===== config.mk =====
export PLATFORM = sky130hd
export DESIGN_NAME = wake_monitor
export DESIGN_NICKNAME = d
export VERILOG_FILES = /design/src/rtl/wm_pkg.sv /design/src/rtl/wm_sync.sv /design/src/rtl/wm_chan.sv /design/src/rtl/wake_monitor.sv
export SDC_FILE = /design/constraint.sdc
export NUM_CORES = 1
export LEC_CHECK = 0
export BUFFER_PORTS_ARGS = -buffer_cell sky130_fd_sc_hd__buf_4
export CAP_MARGIN = 40
export CORE_ASPECT_RATIO = 1.4
export CORE_MARGIN = 8
export CORE_UTILIZATION = 49
export DETAILED_ROUTE_END_ITERATION = 8
export GPL_TIMING_DRIVEN = 0
export PLACE_DENSITY = 0.72
export SYNTH_ARGS = -nofsm -noshare
export SYNTH_HDL_FRONTEND = slang
export SYNTH_SLANG_ARGS = --single-unit

===== constraint.sdc =====
create_clock -name clk -period 4.7 [get_ports clk]
set_input_delay 0.705 -clock clk [delete_from_list [all_inputs] [get_ports clk]]
set_output_delay 0.705 -clock clk [all_outputs]
set_load 0.1 [all_outputs]

===== src/rtl/wm_pkg.sv =====
package wm_pkg;
   // Next value of a consecutive-sample counter that saturates at lim.
   function automatic int unsigned wm_next_cnt(input logic sample,
                                               input logic prev,
                                               input logic refv,
                                               input int unsigned cnt,
                                               input int unsigned lim);
      if (sample == refv)        return 0;
      else if (sample != prev)   return 1;
      else if (cnt >= lim)       return lim;
      else                       return cnt + 1;
   endfunction
endpackage


===== src/rtl/wm_sync.sv =====
module wm_sync #(
   parameter int WIDTH  = 8,
   parameter int STAGES = 2
) (
   input  logic             clk,
   input  logic             rst_n,
   input  logic [WIDTH-1:0] din,
   output logic [WIDTH-1:0] dout
);
   if (WIDTH < 1)  $error("wm_sync: WIDTH must be at least 1");
   if (STAGES < 2) $error("wm_sync: STAGES must be at least 2");

   logic [WIDTH-1:0] stage_q [STAGES];

   for (genvar s = 0; s < STAGES; s++) begin : g_stage
      always_ff @(posedge clk or negedge rst_n) begin
         if (!rst_n)      stage_q[s] <= '0;
         else if (s == 0) stage_q[s] <= din;
         else             stage_q[s] <= stage_q[s-1];
      end
   end

   assign dout = stage_q[STAGES-1];
endmodule


===== src/rtl/wm_chan.sv =====
module wm_chan #(
   parameter int FILT_LEN     = 3,
   parameter bit FILT_SUPPORT = 1'b1
) (
   input  logic clk,
   input  logic rst_n,
   input  logic sleep_enter,
   input  logic tick,
   input  logic filt_on,
   input  logic din,
   output logic evt
);
   import wm_pkg::*;

   localparam int CW = $clog2(FILT_LEN + 1);

   if (FILT_LEN < 2) $error("wm_chan: FILT_LEN must be at least 2");

   logic ref_q;

   always_ff @(posedge clk or negedge rst_n) begin
      if (!rst_n)           ref_q <= 1'b0;
      else if (sleep_enter) ref_q <= din;
   end

   if (FILT_SUPPORT) begin : g_filt
      logic          prev_q;
      logic [CW-1:0] cnt_q;
      logic          raw_diff;

      assign raw_diff = (din != ref_q);

      always_ff @(posedge clk or negedge rst_n) begin
         if (!rst_n) begin
            prev_q <= 1'b0;
            cnt_q  <= '0;
         end else if (sleep_enter) begin
            prev_q <= din;
            cnt_q  <= '0;
         end else if (tick) begin
            prev_q <= din;
            cnt_q  <= CW'(wm_next_cnt(din, prev_q, ref_q, int'(cnt_q), FILT_LEN));
         end
      end

      assign evt = filt_on ? (cnt_q == CW'(FILT_LEN)) : raw_diff;

      // a filtered event can only appear right after a sampling tick
      assert_filt_after_tick_R5: assert property (@(posedge clk) disable iff (!rst_n)
         (filt_on && $stable(filt_on) && $rose(evt)) |-> $past(tick));

      // a tick that samples the reference value leaves the count empty
      assert_cnt_restart_R6: assert property (@(posedge clk) disable iff (!rst_n)
         (tick && !sleep_enter && din == ref_q) |=> (cnt_q == '0));
   end else begin : g_nofilt
      assign evt = (din != ref_q);
   end

   // the reference only moves on a sleep-entry strobe
   assert_ref_hold_R1: assert property (@(posedge clk) disable iff (!rst_n)
      !sleep_enter |=> $stable(ref_q));
endmodule


===== src/rtl/wake_monitor.sv =====
module wake_monitor #(
   parameter int NUM_PINS     = 8,
   parameter int NUM_AUX      = 3,
   parameter int FILT_LEN     = 3,
   parameter int SYNC_STAGES  = 2,
   parameter bit FILT_SUPPORT = 1'b1
) (
   input  logic                clk,
   input  logic                rst_n,
   input  logic [NUM_PINS-1:0] pin_in,
   input  logic [NUM_AUX-1:0]  aux_in,
   input  logic [NUM_PINS-1:0] pin_wake_en,
   input  logic [NUM_AUX:0]    filt_en,
   input  logic                gpio_sel,
   input  logic                sleep_enter,
   input  logic                tick,
   input  logic                gpio_woke_clr,
   output logic                wake_req,
   output logic                gpio_woke
);
   localparam int NSRC = NUM_PINS + NUM_AUX;

   if (NUM_PINS < 1) $error("wake_monitor: NUM_PINS must be at least 1");
   if (NUM_AUX < 1)  $error("wake_monitor: NUM_AUX must be at least 1");

   logic [NSRC-1:0]     src_sync;
   logic [NSRC-1:0]     src_evt;
   logic [NUM_PINS-1:0] pin_evt;
   logic [NUM_AUX-1:0]  aux_evt;
   logic                pin_hit, aux_hit, hit;
   logic                armed_q;

   wm_sync #(.WIDTH(NSRC), .STAGES(SYNC_STAGES)) u_sync (
      .clk  (clk),
      .rst_n(rst_n),
      .din  ({aux_in, pin_in}),
      .dout (src_sync)
   );

   for (genvar i = 0; i < NSRC; i++) begin : g_src
      logic fsel;
      if (i < NUM_PINS) begin : g_pin
         assign fsel = filt_en[0];
      end else begin : g_aux
         assign fsel = filt_en[i - NUM_PINS + 1];
      end
      wm_chan #(.FILT_LEN(FILT_LEN), .FILT_SUPPORT(FILT_SUPPORT)) u_chan (
         .clk        (clk),
         .rst_n      (rst_n),
         .sleep_enter(sleep_enter),
         .tick       (tick),
         .filt_on    (fsel),
         .din        (src_sync[i]),
         .evt        (src_evt[i])
      );
   end

   assign pin_evt = src_evt[NUM_PINS-1:0];
   assign aux_evt = src_evt[NSRC-1:NUM_PINS];
   assign pin_hit = gpio_sel && |(pin_evt & pin_wake_en);
   assign aux_hit = |aux_evt;
   assign hit     = armed_q && (pin_hit || aux_hit);

   always_ff @(posedge clk or negedge rst_n) begin
      if (!rst_n) begin
         armed_q   <= 1'b0;
         wake_req  <= 1'b0;
         gpio_woke <= 1'b0;
      end else begin
         wake_req <= hit;
         if (sleep_enter) armed_q <= 1'b1;
         else if (hit)    armed_q <= 1'b0;
         if (sleep_enter)        gpio_woke <= 1'b0;
         else if (hit && pin_hit) gpio_woke <= 1'b1;
         else if (gpio_woke_clr) gpio_woke <= 1'b0;
      end
   end

   // wake is a single-cycle pulse
   assert_wake_pulse_R9: assert property (@(posedge clk) disable iff (!rst_n)
      wake_req |=> !wake_req);

   // status only rises together with a wake pulse
   assert_status_cause_R10: assert property (@(posedge clk) disable iff (!rst_n)
      $rose(gpio_woke) |-> wake_req);

   // status holds without a clear or a new sleep
   assert_status_hold_R10: assert property (@(posedge clk) disable iff (!rst_n)
      (gpio_woke && !gpio_woke_clr && !sleep_enter) |=> gpio_woke);

   // sleep entry leaves the status clear
   assert_status_sleep_R1: assert property (@(posedge clk) disable iff (!rst_n)
      sleep_enter |=> !gpio_woke);

   // with pin wake disabled, status never rises
   assert_sel_gate_R4: assert property (@(posedge clk) disable iff (!rst_n)
      !gpio_sel |=> !$rose(gpio_woke));
endmodule


# Yosys cells after proc, flatten, opt, wreduce, memory -nomap -nowiden
# Cells that the tools add are included.
# classes
n_mux,93
reduce_logical,9
n_bitwise,1
n_lt_le_gt_ge,11
n_addsub,11
eq_ne,44
# op_table
cell,n
two-way mux 2 bit,55
two-way mux 1 bit,38
adder 2 x 1 -> 2 bit (second input constant),11
== test 2 bit (second input constant),11
>= comparator 2 bit (second input constant),11
inequality test 1 bit,22
== test 1 bit,11
bitwise AND 8 bit,1
OR reduction 8 bit,1
nonzero test 2 bit,2
logical AND 1 bit,3
nonzero test 3 bit,1
OR reduction 3 bit,1
logical OR 1 bit,1
# word_totals
output_inout_bits,2
word_cells,207
in_bits,29
ff_bits,69

# Longest topological paths before layout
# depth
depth_word,10
depth_mapped,6
mapped_depth_nobuf,5

# Modules after synthesis
# From an unflattened synthesis, not the netlist that was laid out.
# unflattened
cells_unflattened,245
area_unflattened_um2,2999.1
# modules_own_cells
module,seq_area_each_um2,instances,area_per_inst_um2,cells_per_inst
wm_chan (g_src[10].u_chan ...),100.1,9,198.9,18
wm_sync,550.5,1,633.1,33
wm_chan (g_src[0].u_chan ...),100.1,2,201.4,17
wake_monitor,75.1,1,172.7,16

# Worst setup path before layout
# OpenSTA, ideal clock, no wires.
# synth_path
path_kind,input to register
startpoint,in sleep_enter
endpoint,reg g_src[0].u_chan.ref_q
required_ns,4.575
cell_stages,3
n_path_buf,2
path_slack_ns,2.918
t_arrival_ns,1.657
setup_time_ns,0.125
cell_sequence,clkbuf_1 > buf_1 > mux2_2
# synth_lines
element,line_no,source
"start, declared",wake_monitor.sv:15,"input logic sleep_enter,"
"end signal, assigned",wm_chan.sv:23,else if (sleep_enter) ref_q <= din;
"end, declared",wm_chan.sv:19,logic ref_q;
# No word-level cell between the ends.

# Final worst setup path
# layout_path
startpoint,in tick
endpoint,reg g_src[4].u_chan.g_filt.cnt_q[1]
# layout_between
elab_chain_cells,1
# layout_lines
element,line_no,source
"start, declared",wake_monitor.sv:16,"input logic tick,"
nonzero test 2 bit (no line),-,
"end signal, assigned",wm_chan.sv:42,"cnt_q <= CW'(wm_next_cnt(din, prev_q, ref_q, int'(cnt_q), FILT_LEN));"
"end, declared",wm_chan.sv:28,logic [CW-1:0] cnt_q;
# No other way between the ends.
# A chain may end at the register's enable or synchronous reset.

==> metrics.cfg <==
[critical_path]
crit_arrival_ns = 2.20
path_cells = clkbuf_1, clkbuf_1, clkbuf_1, a211oi_1
startpoint = tick
cp-end-kind = register
cp_common_cell = clkbuf_1
max_stage_delay_ns = 0.48
crit_type = input port to register
crit_slowest_cell = clkbuf_1
r2r_slack_ns = 3.02
rr_endpoint = armed_q
rr_worst_depth = 5
r2r_start = u_sync.dout[1]
crit_fanout = 10
cp-start-kind = input port
worstPathRequired_ns = 4.90

[logic_synthesis]
seq_area_frac_synth_pct = 58.4
yosys_warnings = 0
netlist_area_um2 = 2950
synth_cell_type_count = 27
netlist_instances = 268
synth.avg_cell_area_um2 = 11.0
synth-edff-count = 0
synth_ff_type = dfrtp_1
syn_nets = 297
synth-async-reset-ratio_pct = 100
ys_ff_latch = 69

[cells_and_area]
final_cell_mix = dfrtp_1 (69), nor2_1 (33), buf_4 (28)
seq_area_um2 = 1730
final_util_pct = 60.4
nets = 337
antenna_cells = 0
layout_commonest_cell = dfrtp_1
area_growth_pct = 19.9
fillers = 482
multi_input_area_um2 = 1170
drive_above_1_share_pct = 23.0

[clock_tree]
cts_setup_buffers = 0
clk_path_buf_depth = 2
hold_buffers = 0
cts_max_level = 3
clkTransAtPathRegs_ns = 0.07
numCtsBuffers = 9
cts_root_buffer = clkbuf_8
cts_tree = yes
insertion_delay_ns = 0.34
cts.sinks = 69
ctsResizeCount = 0

[timing]
setup_violations = 0
final.setup.tns_ns = 0
fmax_mhz = 501
hold_violations = 0
period_minus_slack_ns = 2.00
drv_slew = 0
worst_pin_slew_ns = 0.571
fin_crit_sh_pct = 42.5
slew_headroom_pct = 61.0
final.setup_skew_ns = 0.00502
rsz0062_at_grt = false

[place]
gp_congestion = 0.783
io_buffers = 28
hpwl_mm = 4.27

[routing]
vias_per_cell = 5.69
wl_mm = 6.08
drcViolationCount = 0
firstDrtPassIters = 4
first_iter_violations = 150
wire_per_inst_um = 15.9
vias = 2178
ant_nets = 0

[die]
die_h_um = 108
die_area_um2 = 8800
die_w_um = 81.6
core_area_um2 = 5860
ios = 31
start_util_pct = 50.4
rows = 33

[power]
intPower_uw = 1130
p_leak_uw = 0.00149
p_per_area_nw_per_um2 = 420
power_uw = 1490
sw_frac_of_total_pct = 23.8
p_clk_share_pct = 43.1
switching_power_uw = 355
power_frac_seq_pct = 45.1
p_comb_share_pct = 11.8
ir_worst_vdd_v = 0.000250

[flow_run]
cap_violations = 0

[global_route]
track_usage_pct = 15.6
grt_start_max_net_pins = 37
grt_pass1_wl_mm = 10.4
antenna_found_initial = 0
grt_overflow_total = 0
first_global_vias = 2230

[outcome]
status = completed

[worst_hold_path]
hold_path_class = input port to async pin

==> per-layer routing <==
metal	vias to the layer above	track usage (%)	wire, um
met1	1082	19.3	2650
met2	45	24.5	3010
met4	0	7.18	123
li1	1037	-	-
met3	14	4.18	293
met5	-	0	0
==> worst max path at each step <==
stage / slack [ns] / depth (start not counted) / to
finish: 2.70 / 4 / g_src[4].u_chan.g_filt.cnt_q[1]
global placement: 2.36 / 4 / g_src[5].u_chan.g_filt.cnt_q[1]
detailed placement: 2.31 / 4 / g_src[7].u_chan.g_filt.cnt_q[1]
CTS: 2.67 / 4 / g_src[7].u_chan.g_filt.cnt_q[1]
floorplan: 2.92 / 3 / g_src[0].u_chan.ref_q
global route: 2.61 / 4 / g_src[4].u_chan.g_filt.cnt_q[1]
==> cell families after synthesis <==
group                  after synthesis  share of synthesized area (%)
AND/OR/NAND/NOR                     89                           13.4
flip-flops                          69                           58.4
AO/OA/AOI/OAI                       62                           13.9
multiplexers                        23                           8.73
buffers and inverters               13                           2.03
XOR/XNOR                            12                           3.56
==> metrics by stage <==
step / instance area (um^2) / hold WS [ns] / std cells / worst slack [ns]
after global placement: 3250 / 0.332 / 366 / 2.36
after global routing: 3540 / 0.327 / 383 / 2.61
final: 3540 / 0.293 / 383 / 2.70
after detailed placement: 3270 / 0.335 / 367 / 2.31
after CTS: 3540 / 0.305 / 383 / 2.67
after floorplan: 2950 / 0.331 / 268 / 2.92
==> state kept, by name, summed over array words and instances, names as in the netlist <==
signal / count
g_src.u_chan.ref_q: 11
u_sync.dout: 11
u_sync.stage_q: 11
g_src.u_chan.g_filt.cnt_q: 22
armed_q: 1
wake_req: 1
gpio_woke: 1
g_src.u_chan.g_filt.prev_q: 11
==> Yosys cell counts, drive strengths merged, types with 4 or more instances <==
cell / n / area [um^2]
a2111oi: 10 / 87.6
a211oi: 11 / 82.6
a21oi: 21 / 105
a22o: 4 / 35.0
buf: 5 / 30.0
clkbuf: 7 / 26.3
dfrtp: 69 / 1730
mux2: 22 / 248
nand2: 21 / 78.8
nand3: 11 / 55.1
nor2: 33 / 124
nor2b: 10 / 62.6
nor3: 11 / 55.1
o21ai: 12 / 60.1
xnor2: 12 / 105
==> worst max-delay path: cells and delay by family <==
| kind | cells | cell delay (ns) |
|---|---|---|
| AOI/OAI and AO/OA | 1 | 0.15 |
| buffers and inverters | 3 | 1.33 |
==> power groups by stage <==
stage	Combinational (uW)	Sequential [uW]	Clock (uW)
after floorplan	99.4	693	0
after global placement	171	681	0
after detailed placement	177	683	0
after CTS	178	672	652
after global routing	195	679	679
final	175	672	642
==> cell type report <==
cell class / count / share of cell area [%]
Timing Repair Buffer: 29 / 6.50
Clock inverter: 6 / 3.78
Buffer: 12 / 1.59
Inverter: 1 / 0.106
Clock buffer: 10 / 3.88
Sequential cell: 69 / 48.7
Multi-Input combinational cell: 186 / 32.9
Tap cell: 70 / 2.47
(Power assumes the default switching activity.)
